===== config.mk =====
export PLATFORM = sky130hd
export DESIGN_NAME = slot_bar_decoder
export DESIGN_NICKNAME = d
export VERILOG_FILES = /design/src/rtl/slot_bar_decoder.sv
export SDC_FILE = /design/constraint.sdc
export NUM_CORES = 1
export LEC_CHECK = 0
export ABC_AREA = 1
export BUFFER_PORTS_ARGS = -buffer_cell sky130_fd_sc_hd__buf_2
export CAP_MARGIN = 0
export CELL_PAD_IN_SITES_DETAIL_PLACEMENT = 0
export CELL_PAD_IN_SITES_GLOBAL_PLACEMENT = 1
export CORE_ASPECT_RATIO = 1.25
export CORE_UTILIZATION = 24
export CTS_CLUSTER_SIZE = 40
export DETAILED_ROUTE_END_ITERATION = 10
export PLACE_DENSITY_LB_ADDON = 0.1
export SYNTH_ARGS = -nofsm -noshare
export SYNTH_HDL_FRONTEND = slang
export SYNTH_SLANG_ARGS = --single-unit
export TNS_END_PERCENT = 1

===== constraint.sdc =====
create_clock -name clk -period 6.8 [get_ports clk]
set_input_delay 0.68 -clock clk [delete_from_list [all_inputs] [get_ports clk]]
set_output_delay 0.68 -clock clk [all_outputs]
set_load 0.05 [all_outputs]

===== src/rtl/slot_bar_decoder.sv =====
module slot_bar_decoder #(
  parameter int ADDR_W    = 32,
  parameter int SLOT_AW   = 17,
  parameter int MAX_SLOTS = 6,
  parameter int REG_AW    = 12
) (
  input  logic                 clk,
  input  logic                 rst_n,
  input  logic [2:0]           slot_count,
  input  logic                 mem_en,
  input  logic                 cfg_wr,
  input  logic                 cfg_sel,
  input  logic [ADDR_W-1:0]    cfg_wdata,
  output logic [ADDR_W-1:0]    cfg_rdata,
  input  logic                 acc_valid,
  input  logic [ADDR_W-1:0]    acc_addr,
  output logic                 slot_hit,
  output logic                 slot_abort,
  output logic [2:0]           slot_idx,
  output logic [SLOT_AW-2:0]   slot_word,
  output logic                 reg_hit,
  output logic                 reg_periph,
  output logic                 reg_ctrl,
  output logic [8:0]           periph_idx,
  output logic [2:0]           ctrl_idx
);
  localparam int IDX_W       = 3;
  localparam int PERIPH_LAST = 12'h5FF;
  localparam logic [6:0] CTRL_TAG = 7'b1000000;

  logic [ADDR_W-1:SLOT_AW] slot_base;
  logic [ADDR_W-1:REG_AW]  reg_base;
  logic [IDX_W-1:0]        n_eff;
  logic [IDX_W-1:0]        lg;
  logic [ADDR_W-1:0]       mask;
  logic [IDX_W-1:0]        idx_raw;
  logic                    live;
  logic                    in_win;
  logic [REG_AW-1:0]       roff;

  always_comb begin
    if (slot_count == '0) n_eff = 3'd1;
    else if (32'(slot_count) > MAX_SLOTS) n_eff = IDX_W'(MAX_SLOTS);
    else n_eff = slot_count;
    lg = '0;
    for (int k = 0; k < IDX_W; k++)
      if ((32'd1 << lg) < 32'(n_eff)) lg = lg + 1'b1;
  end

  assign mask = {ADDR_W{1'b1}} << (SLOT_AW + int'(lg));

  always_ff @(posedge clk or negedge rst_n) begin
    if (!rst_n) begin
      slot_base <= '0;
      reg_base  <= '0;
    end else if (cfg_wr) begin
      if (cfg_sel) reg_base  <= cfg_wdata[ADDR_W-1:REG_AW];
      else         slot_base <= cfg_wdata[ADDR_W-1:SLOT_AW] & mask[ADDR_W-1:SLOT_AW];
    end
  end

  assign cfg_rdata = cfg_sel ? {reg_base, {REG_AW{1'b0}}}
                             : ({slot_base, {SLOT_AW{1'b0}}} & mask);

  assign live       = mem_en && acc_valid;
  assign in_win     = live && ((acc_addr & mask) == ({slot_base, {SLOT_AW{1'b0}}} & mask));
  assign idx_raw    = acc_addr[SLOT_AW +: IDX_W] & ~mask[SLOT_AW +: IDX_W];
  assign slot_idx   = idx_raw;
  assign slot_word  = acc_addr[SLOT_AW-1:1];
  assign slot_hit   = in_win && (idx_raw < n_eff);
  assign slot_abort = in_win && !(idx_raw < n_eff);

  assign roff       = acc_addr[REG_AW-1:0];
  assign reg_hit    = live && (acc_addr[ADDR_W-1:REG_AW] == reg_base);
  assign reg_periph = reg_hit && (32'(roff) <= PERIPH_LAST);
  assign reg_ctrl   = reg_hit && (roff[REG_AW-1:5] == CTRL_TAG);
  assign periph_idx = roff[10:2];
  assign ctrl_idx   = roff[4:2];

  logic [ADDR_W-1:0] rd_neg;
  assign rd_neg = ~cfg_rdata + 1'b1;

  p_size_pow2_r2: assert property (@(posedge clk) disable iff (!rst_n)
    (cfg_wr && !cfg_sel && (&cfg_wdata)) ##1 (!cfg_sel && $stable(slot_count))
      |-> ($countones(rd_neg) == 1));

  p_low_zero_r3: assert property (@(posedge clk) disable iff (!rst_n)
    cfg_rdata[3:0] == 4'h0);

  p_hit_abort_excl_r5: assert property (@(posedge clk) disable iff (!rst_n)
    !(slot_hit && slot_abort));

  p_gate_r6: assert property (@(posedge clk) disable iff (!rst_n)
    (slot_hit || slot_abort || reg_hit) |-> (mem_en && acc_valid));

  p_reg_keep_r7: assert property (@(posedge clk) disable iff (!rst_n)
    (!cfg_wr && cfg_sel && $past(cfg_sel) && !$past(cfg_wr)) |-> $stable(cfg_rdata));

  p_region_excl_r9: assert property (@(posedge clk) disable iff (!rst_n)
    !(reg_periph && reg_ctrl));

  p_region_in_win_r8: assert property (@(posedge clk) disable iff (!rst_n)
    (reg_periph || reg_ctrl) |-> reg_hit);
endmodule


# Word level (Yosys, flattened, before mapping)
# Index checks and enable logic that the tools add are counted.
dict set report word_totals {
  input_bits 73
  out_inout_bits 68
  ff_bits 35
  wordCells 40
}
dict set report op_classes {
  n_shift 3
  eq_ne 3
  bitwise_logic 6
  addsub 3
  reduce_logical 11
  mux 6
  n_lt_le_gt_ge 6
}
# op count
set op_table {}
lappend op_table {{$and 32x32->32} 2}
lappend op_table {{$lt 32x3->1} 2}
lappend op_table {{$shl 1x3->32 const A} 2}
lappend op_table {{$eq 32x32->1} 1}
lappend op_table {{$mux 32} 1}
lappend op_table {{$shl 32x6->32 const A} 1}
lappend op_table {{$eq 20x20->1} 1}
lappend op_table {{$and 15x15->15} 1}
lappend op_table {{$le 12x11->1 const B} 1}
lappend op_table {{$mux 3} 4}
lappend op_table {{$eq 7x7->1 const B} 1}
lappend op_table {{$logic_and 1x1->1} 7}
lappend op_table {{$add 3x1->3 const B} 2}
lappend op_table {{$add 5x3->6 const A} 1}
lappend op_table {{$reduce_and 2->1} 2}
lappend op_table {{$and 3x3->3} 1}
lappend op_table {{$gt 3x3->1 const B} 1}
lappend op_table {{$logic_not 3->1} 1}
lappend op_table {{$lt 1x3->1 const A} 1}
lappend op_table {{$lt 3x3->1} 1}
lappend op_table {{$not 3->3} 1}
lappend op_table {{$logic_not 1->1} 1}
lappend op_table {{$mux 1} 1}
lappend op_table {{$not 1->1} 1}

# Longest topological paths before layout
dict set report depth {
  word_depth 18
  ltp_mapped 17
  ltp_nobuf 17
}

# Least setup slack after synthesis
# No wires, ideal clock.
dict set report synth_timing {
  path_type {input -> output}
  from {input slot_count[1]}
  to {output slot_hit}
  setup_slack_ps 2430
  t_arrival_ps 3690
  t_required_ps 6120
  n_path_buf 0
  stages 17
  cell_sequence {nor2_4 > inv_2 > ha_1 > ha_1 > inv_1 > a21oi_1 > nand2_1 > nand2_2 > nand2_2 > inv_2 > nor2_1 > ha_1 > nand3_2 > nand2_1 > a21oi_2 > inv_1 > nor2_1}
}
dict set report synth_via {
  elab_chain_cells 17
  word_cells_on_any_way 24
  cone_classes {3 x add/sub; 5 x order compare; 1 x eq/ne; 3 x shift; 5 x mux; 4 x bitwise; 3 x reduce/logical}
}
# item line
set synth_lines {}
lappend synth_lines {{start: declaration} 9} ;# input logic [2:0] slot_count,
lappend synth_lines {{$gt 3x3->1} 43} ;# else if (32'(slot_count) > MAX_SLOTS) n_eff = IDX_W'(MAX_SLOTS);
lappend synth_lines {{$mux 3} 43}
lappend synth_lines {{$mux 3 *} 42} ;# if (slot_count == '0) n_eff = 3'd1;
lappend synth_lines {{$lt 1x3->1} 47} ;# if ((32'd1 << lg) < 32'(n_eff)) lg = lg + 1'b1;
lappend synth_lines {{$mux 1} 47}
lappend synth_lines {{$shl 1x3->32} 47}
lappend synth_lines {{$lt 32x3->1} 47}
lappend synth_lines {{$mux 3} 47}
lappend synth_lines {{[2 not listed]} -}
lappend synth_lines {{$mux 3 *} 47}
lappend synth_lines {{$add 5x3->6 *} 50} ;# assign mask = {ADDR_W{1'b1}} << (SLOT_AW + int'(lg));
lappend synth_lines {{$shl 32x6->32 *} 50}
lappend synth_lines {{$not 3->3 *} 67} ;# assign idx_raw = acc_addr[SLOT_AW +: IDX_W] & ~mask[SLOT_AW +: IDX_W];
lappend synth_lines {{$and 3x3->3 *} 67}
lappend synth_lines {{net slot_idx[1]} 19} ;# output logic [2:0] slot_idx,
lappend synth_lines {{$lt 3x3->1 *} 70} ;# assign slot_hit = in_win && (idx_raw < n_eff);
lappend synth_lines {{$logic_and 1x1->1 *} 70}
lappend synth_lines {{end: declaration} 17} ;# output logic slot_hit,
# The timed path passes the listed nets; every way through them passes the cells marked *.

# Final worst setup path
dict set report layout_timing {
  from {input slot_count[1]}
  to {output slot_hit}
}
dict set report layout_via {
  elab_chain_cells 17
  word_cells_on_any_way 24
  cone_classes {3 x add/sub; 5 x order compare; 1 x eq/ne; 3 x shift; 5 x mux; 4 x bitwise; 3 x reduce/logical}
}
# item line
set layout_lines {}
lappend layout_lines {{$gt 3x3->1} 43}
lappend layout_lines {{$mux 3} 43}
lappend layout_lines {{$mux 3 *} 42}
lappend layout_lines {{$lt 1x3->1} 47}
lappend layout_lines {{$mux 1} 47}
lappend layout_lines {{$shl 1x3->32} 47}
lappend layout_lines {{$lt 32x3->1} 47}
lappend layout_lines {{$mux 3} 47}
lappend layout_lines {{$shl 1x3->32} 47}
lappend layout_lines {{$lt 32x3->1} 47}
lappend layout_lines {{$mux 3} 47}
lappend layout_lines {{$add 5x3->6} 50}
lappend layout_lines {{$shl 32x6->32} 50}
lappend layout_lines {{$and 32x32->32 or $not 3->3 (tied branches)} {66, 67}}
lappend layout_lines {{$eq 32x32->1 or $and 3x3->3 (tied branches)} {66, 67}}
lappend layout_lines {{$logic_and 1x1->1 or $lt 3x3->1 (tied branches)} {66, 70}}
lappend layout_lines {{$logic_and 1x1->1 *} 70}
# Every way passes the cells marked *; elsewhere a longest branch is shown, timed or not.

==> impl_metrics.toml <==
[sta]
hold_viol = 0
fmax_mhz = 258
tns_ps = 0
rsz0062_at_grt = "false"
hold_ws_ps = 507
slew_headroom = 0.428
finalCritPeriodShare = 0.570
drv_slew = 0
finClkSkew_ps = 0
fin_crit_ps = 3870
worst_slew_pin_slew_ps = 856
finalSetupViolCount = 0

[pwr]
p_per_area_nw_per_um2 = 234
total_power_uw = 747
vdd_ir_drop_max_v = 0.0000997
p_leak_nw = 1.82

[global_routing]
antenna_found_initial = 0
grt_max_degree = 37
track_usage = 0.140
overflow = 0
grt_pass1_wl_um = 12200
grt_pass1_vias = 2517

[die]
rows = 42
ioPinCount = 141
dieArea_sq_um = 11600
design.core.area_sq_um = 10700
die_h_um = 120
start_util = 0.250
die_w_um = 96.5

[synth]
ys_top_cells_by_count = "109 x nand2_1, 52 x inv_1, 40 x buf_4, 35 x dfrtp_1"
synthTopCellsByArea = "dfrtp_1 33%, nand2_1 15%, buf_4 11%"
ys_types = 30
synth_seq_area_share = 0.327
ys_seq_elements = 35
syn-instance-count = 395
netlist.area_leader.share = 0.327
ys_warn_count = 0
async_flop_share = 1.00
netlist_area_sq_um = 2680
synth_edf_count = 0
synth_most_common_cell = "nand2_1"
yosysTopAreaCell = "dfrtp_1"
syn_area_per_cell_sq_um = 6.78
dominantRegCellSynth = "dfrtp_1"

[route]
remaining_drc_errors = 0
drtPass1Iterations = 4
ant_nets = 0
num_vias = 2469
post_drt_wl_per_cell_um = 12.6
drt_iter0_drc = 72
viasPerCell = 4.14
drt-total-wl_um = 7530

[clocking]
numCtsBuffers = 5
cts_setup_buffers = 0
clockBufferDepth = 2
hold_buffers = 0
path_clk_slew_ps = 50
cts_tree = "built"
clk_latency_ps = 270
cts_sinks = 35
cts_root_buf = "clkbuf_16"
post_cts_resized = 0
htreeDepth = 2

[layout]
antennaDiodeCount = 0
syn2layout_area_growth_pct = 19.2
drive_gt1_frac = 0.282
nets = 544
fin_util = 0.298

[setup_path]
worstPathArrival_ps = 3190
rr_startpoint = "reg_base[15]"
start_kind = "input port"
crit_type = "in -> out"
reg2reg_depth = 1
cp-end-kind = "primary output"
cp_max_fo = 6
r2r-end = "reg_base[15]"
r2r_slack_ps = 6010
critPathRequiredTime_ps = 6120

[min_path]
hold_class = "in -> async"

[placed_design]
numPortBuffers = 101
place_congestion = 0.806
dp_hpwl_um = 5930

[run_status]
status = "finished, final reports clean"

[run]
maxCapViolations = 0
## where the power goes
group,switching (mW),internal (mW)
Combinational,0.192,0.0744
Sequential,0.0214,0.235
Clock,0.0806,0.143
Total,0.294,0.453
## layout make-up
type,count,area (sq um)
Inverter,61,229
Clock buffer,6,139
Clock inverter,1,5.00
Multi-Input combinational cell,261,1270
Tap cell,132,165
Fill cell,1258,7530
Timing Repair Buffer,101,505
Sequential cell,35,876
## flip-flops by register name, indices dropped and copies added (netlist names)
register / flops
slot_base: 15
reg_base: 20
## cells in the final DEF, fill, tap and decap left out
| master | synthesis | layout |
|---|---|---|
| nand3_2 | 2 | 2 |
| xnor2_1 | 6 | 6 |
| o21ai_0 | 32 | 32 |
| nand3_1 | 13 | 13 |
| o21ai_1 | 19 | 19 |
| dfrtp_1 | 35 | 35 |
| nor4_1 | 1 | 1 |
| a21oi_1 | 7 | 7 |
| o21a_1 | 1 | 1 |
| nand2_1 | 109 | 109 |
| a21o_1 | 1 | 1 |
| a21oi_2 | 1 | 1 |
| inv_2 | 8 | 8 |
| nand2_2 | 3 | 3 |
| nor2_4 | 1 | 1 |
| inv_1 | 52 | 52 |
| clkinv_1 | 1 | 1 |
| o31ai_1 | 2 | 2 |
| conb_1 | 1 | 12 |
| xor2_1 | 5 | 5 |
| clkbuf_16 | 0 | 5 |
| ha_1 | 6 | 6 |
| mux2_2 | 4 | 4 |
| buf_2 | 6 | 101 |
| nor2_2 | 2 | 2 |
| nor2_1 | 32 | 32 |
| or2_2 | 1 | 1 |
| clkinv_2 | 0 | 1 |
| clkbuf_8 | 0 | 1 |
| nand4_2 | 1 | 1 |
## cells by family after synthesis
| kind of cell | share of synthesized area |
|---|---|
| AO/OA/AOI/OAI | 0.123 |
| XOR/XNOR | 0.0360 |
| adder cells (fa/ha/maj) | 0.0280 |
| buffers and inverters | 0.213 |
| flip-flops | 0.327 |
| multiplexers | 0.0168 |
| other | 0.00140 |
| AND/OR/NAND/NOR | 0.255 |
## layer usage
| layer | wire (um) | vias to the layer above | track usage |
|---|---|---|---|
| li1 | - | 1300 | - |
| met1 | 3400 | 1093 | 0.172 |
| met2 | 3730 | 71 | 0.250 |
| met3 | 312 | 5 | 0.0177 |
| met4 | 80 | 0 | 0.0358 |
| met5 | 0 | - | 0 |
## worst max-delay path: stages
cell     delay, ps
buf_2          150
nor2_4         180
inv_2           80
ha_1           210
ha_1           270
inv_1           40
a21oi_1        100
nand2_1         70
nand2_2         90
nand2_2         90
ha_1           260
nand2_1         80
inv_1           50
ha_1           290
a21oi_2        150
inv_1           50
nor2_1          90
buf_2          260
## worst max path at each step
stage | slack (ps) | endpoint | startpoint
global placement | 2910 | slot_hit | slot_count[1]
global route | 2660 | slot_hit | slot_count[1]
CTS | 2890 | slot_hit | slot_count[1]
finish | 2930 | slot_hit | slot_count[1]
detailed placement | 2910 | slot_hit | slot_count[1]
floorplan | 2430 | slot_hit | slot_count[1]
## through the flow
step	cell area (sq um)	cells	setup WS, ps
3_3_place_gp	3050	590	2910
3_5_place_dp	3050	590	2910
5_1_grt	3190	597	2660
6_report	3190	597	2930
2_1_floorplan	2720	406	2430
4_1_cts	3190	597	2890
No activity file was read; power rests on OpenSTA's default activity.
